===== src/rtl/rmm_pkg.sv =====
package rmm_pkg;
  parameter int unsigned DATA_W = 32;
  localparam int unsigned SHAMT_W = $clog2(DATA_W);

  typedef struct packed {
    logic lt;
    logic gt;
    logic eq;
    logic so;
  } cond_t;
endpackage


===== src/rtl/rmm_rotator.sv =====
module rmm_rotator #(
  parameter int unsigned W   = 32,
  parameter int unsigned SHW = $clog2(W)
) (
  input  logic [W-1:0]   din,
  input  logic [SHW-1:0] amt,
  output logic [W-1:0]   dout
);
  logic [W-1:0] stg [0:SHW];

  assign stg[0] = din;

  // logarithmic right rotator, stage k rotates by 2**k when amt[k] is set
  for (genvar k = 0; k < SHW; k++) begin : g_stage
    localparam int unsigned D = 1 << k;
    assign stg[k+1] = amt[k] ? {stg[k][D-1:0], stg[k][W-1:D]} : stg[k];
  end

  assign dout = stg[SHW];
endmodule


===== src/rtl/rmm_mask_gen.sv =====
module rmm_mask_gen #(
  parameter int unsigned W   = 32,
  parameter int unsigned SHW = $clog2(W)
) (
  input  logic [SHW-1:0] amt,
  output logic [W-1:0]   mask
);
  // bit i is kept from the rotated word when i < W - amt
  for (genvar i = 0; i < W; i++) begin : g_bit
    localparam logic [SHW:0] LIM = SHW'(W - 1 - i) + 1'b0;
    assign mask[i] = ({1'b0, amt} <= LIM);
  end
endmodule


===== src/rtl/rmm_cond_gen.sv =====
module rmm_cond_gen #(
  parameter int unsigned W = 32
) (
  input  logic [W-1:0]   value,
  input  logic           so_flag,
  output rmm_pkg::cond_t cond
);
  logic is_zero;

  assign is_zero = (value == '0);

  always_comb begin
    cond.lt = value[W-1];
    cond.eq = is_zero;
    cond.gt = ~value[W-1] & ~is_zero;
    cond.so = so_flag;
  end
endmodule


===== src/rtl/rmm_unit.sv =====
module rmm_unit #(
  parameter int unsigned W   = rmm_pkg::DATA_W,
  parameter int unsigned SHW = $clog2(W)
) (
  input  logic           clk,
  input  logic           rst_n,
  input  logic           op_valid,
  input  logic [W-1:0]   src_word,
  input  logic [SHW-1:0] shamt,
  input  logic           rec_en,
  input  logic           so_in,
  output logic [W-1:0]   result_q,
  output logic [W-1:0]   mq_q,
  output logic [3:0]     cond_q
);
  import rmm_pkg::*;

  logic [W-1:0] rot_w;
  logic [W-1:0] mask_w;
  logic [W-1:0] merged_w;
  cond_t        cond_w;

  logic [W-1:0] result_d;
  logic [W-1:0] mq_d;
  logic [3:0]   cond_d;
  logic         data_en;
  logic         cond_en;

  rmm_rotator #(.W(W), .SHW(SHW)) u_rot (
    .din  (src_word),
    .amt  (shamt),
    .dout (rot_w)
  );

  rmm_mask_gen #(.W(W), .SHW(SHW)) u_mask (
    .amt  (shamt),
    .mask (mask_w)
  );

  // top bits come from the MQ contents held before this operation
  assign merged_w = (rot_w & mask_w) | (mq_q & ~mask_w);

  rmm_cond_gen #(.W(W)) u_cond (
    .value   (merged_w),
    .so_flag (so_in),
    .cond    (cond_w)
  );

  // next-state
  always_comb begin
    data_en  = op_valid;
    cond_en  = op_valid & rec_en;
    result_d = data_en ? merged_w : result_q;
    mq_d     = data_en ? rot_w    : mq_q;
    cond_d   = cond_en ? cond_w   : cond_q;
  end

  // registers
  always_ff @(posedge clk or negedge rst_n) begin
    if (!rst_n) begin
      result_q <= '0;
      mq_q     <= '0;
      cond_q   <= '0;
    end else begin
      result_q <= result_d;
      mq_q     <= mq_d;
      cond_q   <= cond_d;
    end
  end
endmodule


===== config.mk =====
export PLATFORM = sky130hd
export DESIGN_NAME = rmm_unit
export DESIGN_NICKNAME = d
export VERILOG_FILES = /design/src/rtl/rmm_pkg.sv /design/src/rtl/rmm_rotator.sv /design/src/rtl/rmm_mask_gen.sv /design/src/rtl/rmm_cond_gen.sv /design/src/rtl/rmm_unit.sv
export SDC_FILE = /design/constraint.sdc
export NUM_CORES = 1
export LEC_CHECK = 0
export CORE_ASPECT_RATIO = 1.5
export CORE_MARGIN = 4
export CORE_UTILIZATION = 40
export CTS_CLUSTER_DIAMETER = 150
export DETAILED_ROUTE_END_ITERATION = 10
export PLACE_DENSITY_LB_ADDON = 0.08
export SLEW_MARGIN = 5
export SYNTH_ARGS = -nofsm -noshare
export SYNTH_HDL_FRONTEND = slang
export SYNTH_HIERARCHICAL = 1
export SYNTH_SLANG_ARGS = --single-unit

===== constraint.sdc =====
create_clock -name clk -period 2 [get_ports clk]
set_input_delay 0.3 -clock clk [delete_from_list [all_inputs] [get_ports clk]]
set_output_delay 0.3 -clock clk [all_outputs]
set_load 0.05 [all_outputs]

==> results of run 1 <==
## synthesized netlist by cell type, types with 5 or more instances
library cell	instances	area share, %
sky130_fd_sc_hd__mux2_2	78	16
sky130_fd_sc_hd__dfrtp_1	68	31
sky130_fd_sc_hd__mux4_2	63	26
sky130_fd_sc_hd__mux2_4	54	15
sky130_fd_sc_hd__buf_6	12	2.5
sky130_fd_sc_hd__buf_2	8	0.74
sky130_fd_sc_hd__clkbuf_1	7	0.48
sky130_fd_sc_hd__nor4_1	7	0.81
sky130_fd_sc_hd__a21oi_1	6	0.55
sky130_fd_sc_hd__inv_1	5	0.35
sky130_fd_sc_hd__nor2_1	5	0.35
sky130_fd_sc_hd__o21ai_0	5	0.46
## cells in the final DEF, fill, tap and decap left out, types with 6 or more instances in the layout
master / Yosys / routed
sky130_fd_sc_hd__buf_12: 2 / 17
sky130_fd_sc_hd__clkdlybuf4s50_1: 0 / 71
sky130_fd_sc_hd__buf_4: 4 / 78
sky130_fd_sc_hd__buf_6: 12 / 25
sky130_fd_sc_hd__mux2_4: 54 / 130
sky130_fd_sc_hd__clkdlybuf4s15_1: 0 / 15
sky130_fd_sc_hd__dlygate4sd2_1: 0 / 13
sky130_fd_sc_hd__dfrtp_1: 68 / 68
sky130_fd_sc_hd__mux4_2: 63 / 64
sky130_fd_sc_hd__a21oi_1: 6 / 6
sky130_fd_sc_hd__clkbuf_16: 0 / 9
## area by class of cell
class / instances / area share, %
Multi-Input combinational cell: 246 / 45.7
Timing Repair Buffer: 229 / 27.7
Sequential cell: 68 / 20.5
Inverter: 5 / 0.226
Clock inverter: 6 / 0.784
Clock buffer: 9 / 2.71
Tap cell: 159 / 2.40
## where the power goes
| group | leakage, nW | internal (mW) | switching (mW) |
|---|---|---|---|
| registers | 0.798 | 1.72 | 0.258 |
| clock network | 0.142 | 0.960 | 0.608 |
| logic | 2.77 | 2.16 | 2.27 |
| total | 3.71 | 4.84 | 3.13 |
## path summary, 6_finish.rpt
check / cells past startpoint / from / endpoint / slack (ns)
worst min register to register: 1 / result_q[24] / result_q[24] / 0.51
worst min-delay path: 2 / rst_n / result_q[18] / 0.39
max in group asynchronous: 3 / rst_n / mq_q[5] / 1.09
worst max-delay path: 11 / shamt[1] / cond_q[2] / -1.15
worst max register to register: 5 / mq_q[16] / cond_q[2] / 0.10
min in group clk: 2 / op_valid / result_q[11] / 0.50
## routing by layer
layer  vias to the layer above  global-route usage (%)  wire, um
li1                       1813                       -         -
met1                      2170                    27.1      6480
met2                       152                    40.2      9150
met3                        33                    2.32       612
met4                         0                    10.9       839
met5                         -                       0         0
## repair_timing
item	4_1_cts	5_1_grt
pin swaps	8	3
buffers inserted	25	4
endpoints found under the hold margin	10	0
gates cloned	2	0
hold buffers	1	0
setup endpoints to repair	67	67
resized for setup	107	9
## state kept, by name (all words and copies together), names as in the netlist
register / count
cond_q: 4
result_q: 32
mq_q: 32
## cell families (layout without fill, tap and decap cells)
logic type,count (synthesis),count (layout),synth area share [%]
AOI/OAI and AO/OA,17,17,1.89
buffers and inverters,40,249,5.48
DFF,68,68,31.3
muxes,196,196,57.7
other,1,1,0.0690
and+or+nand+nor,32,32,3.57
## stage by stage
stage | util [%] | std cells | setup TNS [ns]
floorplan | - | 354 | -22.47
global placement | 57.6 | 683 | -68.49
detailed placement | 57.6 | 683 | -68.62
CTS | 62.9 | 720 | -20.51
global route | 63.1 | 722 | -23.42
finish | 63.1 | 722 | -21.70
==> impl_metrics.ini, run 1 <==
[sta]
hold_viol_final = 0
relSlewSlack_pct = 65.5
rsz0062_at_grt = true
fmaxAchievable_mhz = 318
fin_skew_ns = 0.00525
period_utilization_post_route_pct = 157
tightestPinTransition_ns = 0.516
period_minus_slack_ns = 3.15
setup_viol = 67
timing.final.max_slew_violations = 0
layout_setup_ws_ns = -1.15
final.hold.worst_slack_ns = 0.391

[routing]
post_drt_via_cell_ratio = 5.77
via_count = 4168
drt_iter0_markers = 187
ant_nets = 0
wl_per_cell_um = 23.7
wl_um = 17100
drt_pass1_iterations = 4
drt_drc_violations_left = 0

[cells_and_area]
num-fill-cells = 1015
total_area_of_multi_input_combinational_cells_sq_um = 3790
final_nets = 601
stdcell_area_sq_um = 8300
seqCellArea_sq_um = 1700
antennaDiodeCount = 0
syn2layout_area_growth_pct = 52.7
drive_above_1_share_pct = 62.5

[cts]
clock_insertion_delay_worst_skew_ns = 0.33
num_cts_buffers = 9
clock_tree_from_tritoncts = done
clock-root-buffer = sky130_fd_sc_hd__clkbuf_16
clk_path_buf_depth = 2
cts_htree_levels = 3
cts.sink_count = 68
clkTransAtPathRegs_ns = 0.06

[synthesis]
synth_cells = 354
synth_seq_cells = 68
postSynth.topFlopCell = sky130_fd_sc_hd__dfrtp_1
synth.yosys.warnings = 6
yosysUniqueCellTypes = 35
syn-cell-area_sq_um = 5430
number_of_synthesized_flops_with_an_enable_pin = 0
syn_avg_cell_area_sq_um = 15.4
synthesis.nets = 396
ys_async_sr_fraction_pct = 100
synth_seq_area_share_pct = 31.3

[run_status]
status = complete, but fails checks
violations = negative setup slack

[placement]
post-dp-hpwl_um = 13600
gp_congestion = 0.912
portBuffers = 109
postPlaceCellArea_sq_um = 7580
place_worst_setup_slack_ns = -2.22

[power]
worst_ir_drop_vdd_mv = 0.439
total_power_mw = 7.97
power-per-cell-area_nw_per_um2 = 960
leakagePower_nw = 3.71

[floorplanning]
placeableCoreArea_sq_um = 13100
die_w_um = 103
floorplan.rows = 51
initial_core_util_pct = 41.3
ios = 110
fp.dieH_um = 151
total_die_area_sq_um = 15600

[worst_setup_path]
critical_path.endpoint_type = register
path_class = input pin to register
worst_path_dominant_cell_family = multiplexers
setup.worst_path.start_class = input pin
worst_path_largest_cell_delay_ns = 0.54
crit_path_top_delay_cell = sky130_fd_sc_hd__mux4_2
critical_path.cell_chain = buf_12, buf_12, buf_6, mux4_2, mux4_2, mux2_4, mux2_4, nor4_4, nand4_1, o21ba_1, mux2_4
crit_top_cell = sky130_fd_sc_hd__mux2_4
arrival_ns = 3.35
critPathMaxFanout = 8
count_of_buffer_and_inverter_cells_on_the_critical_path = 3
worst_ep_required_time_ns = 2.21

[global_route]
grt_remaining_overflow = 0
grt_use_total_pct = 22.7
initial_antenna_violation_count = 0
pin_count_of_the_biggest_net_entering_global_routing = 43
grt_first_pass_wirelength_um = 26400
number_of_global_route_vias_before_repair = 4523

[min_path]
min_path_type = input pin to async pin

[flow_run]
max_cap_violations = 0
Power figures use the tool's default switching activity.
==> run 2, diff against run 1 <==
--- a/config.mk
+++ b/config.mk
@@ -5,11 +5,15 @@
 export SDC_FILE = /design/constraint.sdc
 export NUM_CORES = 1
 export LEC_CHECK = 0
+export ABC_AREA = 1
+export CELL_PAD_IN_SITES_DETAIL_PLACEMENT = 1
+export CELL_PAD_IN_SITES_GLOBAL_PLACEMENT = 2
 export CORE_ASPECT_RATIO = 1.5
 export CORE_MARGIN = 4
-export CORE_UTILIZATION = 40
+export CORE_UTILIZATION = 28
 export CTS_CLUSTER_DIAMETER = 150
 export DETAILED_ROUTE_END_ITERATION = 10
+export GPL_ROUTABILITY_DRIVEN = 0
 export PLACE_DENSITY_LB_ADDON = 0.08
 export SLEW_MARGIN = 5
 export SYNTH_ARGS = -nofsm -noshare
==> impl_metrics.ini, run 2 <==
[run_status]
status = complete, but fails checks
violations = negative setup slack

[global_route]
grt.met1_usage_pct = 24.1
grt_remaining_overflow = 0
grt_first_pass_wirelength_um = 41600
number_of_global_route_vias_before_repair = 7591
grt_use_met2_pct = 46.7
globalRoute.busiestLayer = met2
globalRouteMet3Util_pct = 1.86
initial_antenna_violation_count = 0
grt_use_total_pct = 23.1
pin_count_of_the_biggest_net_entering_global_routing = 43

[synthesis]
synthMostInstantiatedCell = sky130_fd_sc_hd__nand3_1
yosysTopAreaCell = sky130_fd_sc_hd__dfrtp_1
synth_simple_gate_area_share_pct = 52.9
postSynth.topFlopCell = sky130_fd_sc_hd__dfrtp_1
muxShareOfSynthArea_pct = 0
synth_seq_area_share_pct = 29.5
synth.yosys.warnings = 6
synth_area_in_compound_gates_pct = 3.21
ys_async_sr_fraction_pct = 100
synth_largest_type_area_fraction_pct = 29.5
synth_top_family_by_area = simple AND/OR/NAND/NOR gates
syn_avg_cell_area_sq_um = 6.12
syn-cell-area_sq_um = 5760
synth_cells = 941
synthesis.nets = 983
ys_top_cells_by_area = sky130_fd_sc_hd__dfrtp_1 (30%), sky130_fd_sc_hd__nand3_1 (26%), sky130_fd_sc_hd__nand2_1 (18%), sky130_fd_sc_hd__inv_1 (7.2%), sky130_fd_sc_hd__and2_1 (3.5%)
number_of_synthesized_flops_with_an_enable_pin = 0
yosysUniqueCellTypes = 22
synth_seq_cells = 68
synthAdderAreaFrac_pct = 0
synth_xor_area_share_pct = 0
netlist_top_cells_count = sky130_fd_sc_hd__nand3_1 (294), sky130_fd_sc_hd__nand2_1 (269), sky130_fd_sc_hd__inv_1 (110)

[sta]
period_utilization_post_route_pct = 114
timing.final.max_slew_violations = 0
final.hold.worst_slack_ns = 0.404
fmaxAchievable_mhz = 440
period_minus_slack_ns = 2.27
fin_tns_setup_ns = -0.478
rsz0062_at_grt = true
layout_setup_ws_ns = -0.275
fin_skew_ns = 0.00657
hold_viol_final = 0
relSlewSlack_pct = 62.6
setup_viol = 2
tightestPinTransition_ns = 0.560

[cells_and_area]
syn2layout_area_growth_pct = 106
most_frequent_standard_cell_in_the_layout_excluding_fill_and_tap_cells = sky130_fd_sc_hd__nand2_1
drive_above_1_share_pct = 52.0
stdcell_count = 1462
regs_by_ff_count = mq_q (32), result_q (32), cond_q (4)
antennaDiodeCount = 0
leading_cell_types_in_the_layout_fill_and_taps_excluded = sky130_fd_sc_hd__nand2_1 (192), sky130_fd_sc_hd__buf_4 (152), sky130_fd_sc_hd__nand3_4 (142), sky130_fd_sc_hd__nand3_2 (108), sky130_fd_sc_hd__inv_1 (99)
final_nets = 1235

[cts]
clk_path_buf_depth = 2
num_cts_buffers = 9
cts.sink_count = 68
clock_tree_from_tritoncts = done
clkTransAtPathRegs_ns = 0.05
clock-root-buffer = sky130_fd_sc_hd__clkbuf_16
cts_htree_levels = 3
clock_insertion_delay_worst_skew_ns = 0.34

[placement]
portBuffers = 109
post-dp-hpwl_um = 21200
dp_cells = 1418

[worst_setup_path]
endpoint = cond_q[2]
critPathMaxFanout = 7
worst_path_largest_cell_delay_ns = 0.19
r2r_setup_slack_ns = 0.44
crit_path_top_delay_cell = sky130_fd_sc_hd__and2_1
critical_path.endpoint_type = register
rr_endpoint = cond_q[2]
worst-r2r-cell-count = 11
critPathLaunch = shamt[0]
worst_ep_required_time_ns = 2.22
setup.worst_path.start_class = input pin
critical_path.cell_chain = buf_12, buf_16, buf_6, nand2_4, nand3_2, nand3_2, nand3_2, nand3_2, nand2_4, inv_1, nand2_1, and2_1, nor2_4, nand2_2, nor2_2, nand2_1, nor2_2, nor2_1, nand3_1, nand2_1
worst_r2r_startpoint = mq_q[8]
crit_top_cell = sky130_fd_sc_hd__nand3_2
arrival_ns = 2.50
path_class = input pin to register

[min_path]
min_path_type = input pin to register
hold_depth = 3
worstHoldStart = op_valid

[routing]
drt_iter0_markers = 282
drt_pass1_iterations = 5
wl_um = 32100
wl_per_cell_um = 22.0
drt_drc_violations_left = 0
via_count = 7490
ant_nets = 0
post_drt_via_cell_ratio = 5.12

[floorplanning]
total_die_area_sq_um = 23000
initial_core_util_pct = 28.3
die_w_um = 125
fp.dieH_um = 184
placeableCoreArea_sq_um = 20300
ios = 110
floorplan.rows = 64

[flow_run]
max_cap_violations = 0

[power]
power-per-cell-area_nw_per_um2 = 600
worst_ir_drop_vdd_mv = 0.355
leakagePower_nw = 5.65
-- run 2: changes by cell type after synthesis, sizes merged, moves of 31 or more --
| cell | change |
|---|---|
| nor2 | +33 |
| nand2 | +295 |
| mux2 | -132 |
| inv | +110 |
| mux4 | -64 |
| o21ai | +31 |
| nand3 | +294 |
-- run 2: per-stage QoR --
step | worst slack, ns | area (sq um) | total power [mW] | util [%]
floorplan | 0.00176 | 5770 | 3.35 | -
CTS | -0.305 | 9290 | 6.34 | 45.7
global placement | -1.14 | 8100 | 4.61 | 39.8
detailed placement | -1.18 | 8100 | 4.64 | 39.8
global route | -0.377 | 11900 | 7.48 | 58.4
finish | -0.275 | 11900 | 7.13 | 58.4
-- run 2: kinds of logic after synthesis --
group	count (synthesis)
other	1
flip-flops	68
buffers and inverters	170
AO/OA/AOI/OAI	37
AND/OR/NAND/NOR	665
-- run 2: repair_timing --
action	4_1_cts	5_1_grt
setup endpoints to repair	38	3
hold endpoints to repair	18	0
buffers inserted	5	14
hold buffers	1	0
pin swaps	36	149
cloned	0	8
gates resized for setup	218	468
-- run 2: worst min-delay path by stage --
stage | slack (ns) | endpoint
after floorplan | 0.004 | cond_q[0]
after global placement | 0.29 | mq_q[7]
after detailed placement | 0.30 | mq_q[7]
after CTS | 0.40 | mq_q[29]
after global routing | 0.44 | cond_q[3]
final | 0.40 | mq_q[29]
-- run 2: area by class of cell --
| cell class | instances | area [sq um] |
|---|---|---|
| fillers | 2340 | 8460 |
| multi-input cells | 703 | 6280 |
| repair buffers | 294 | 2820 |
| flip-flops and latches | 68 | 1700 |
| inverters | 115 | 460 |
| well taps | 264 | 330 |
| clock buffers | 14 | 254 |
| repair inverters | 2 | 22.5 |
| clock inverters | 2 | 10.0 |
-- run 2: per-layer routing --
layer / vias up / routed length [um]
met4: 0 / 1770
met1: 3694 / 11600
met5: - / 0
li1: 3535 / -
met3: 73 / 800
met2: 188 / 18000
-- run 2: report_power, final --
part	internal (mW)	total (mW)	switching, mW
logic	1.50	3.96	2.46
clock network	0.871	1.47	0.603
registers	1.57	1.69	0.117
-- run 2: critical path: cells and delay by family --
family	cells	cell delay, ns
AND/OR/NAND/NOR	16	1.69
buffers and inverters	4	0.49
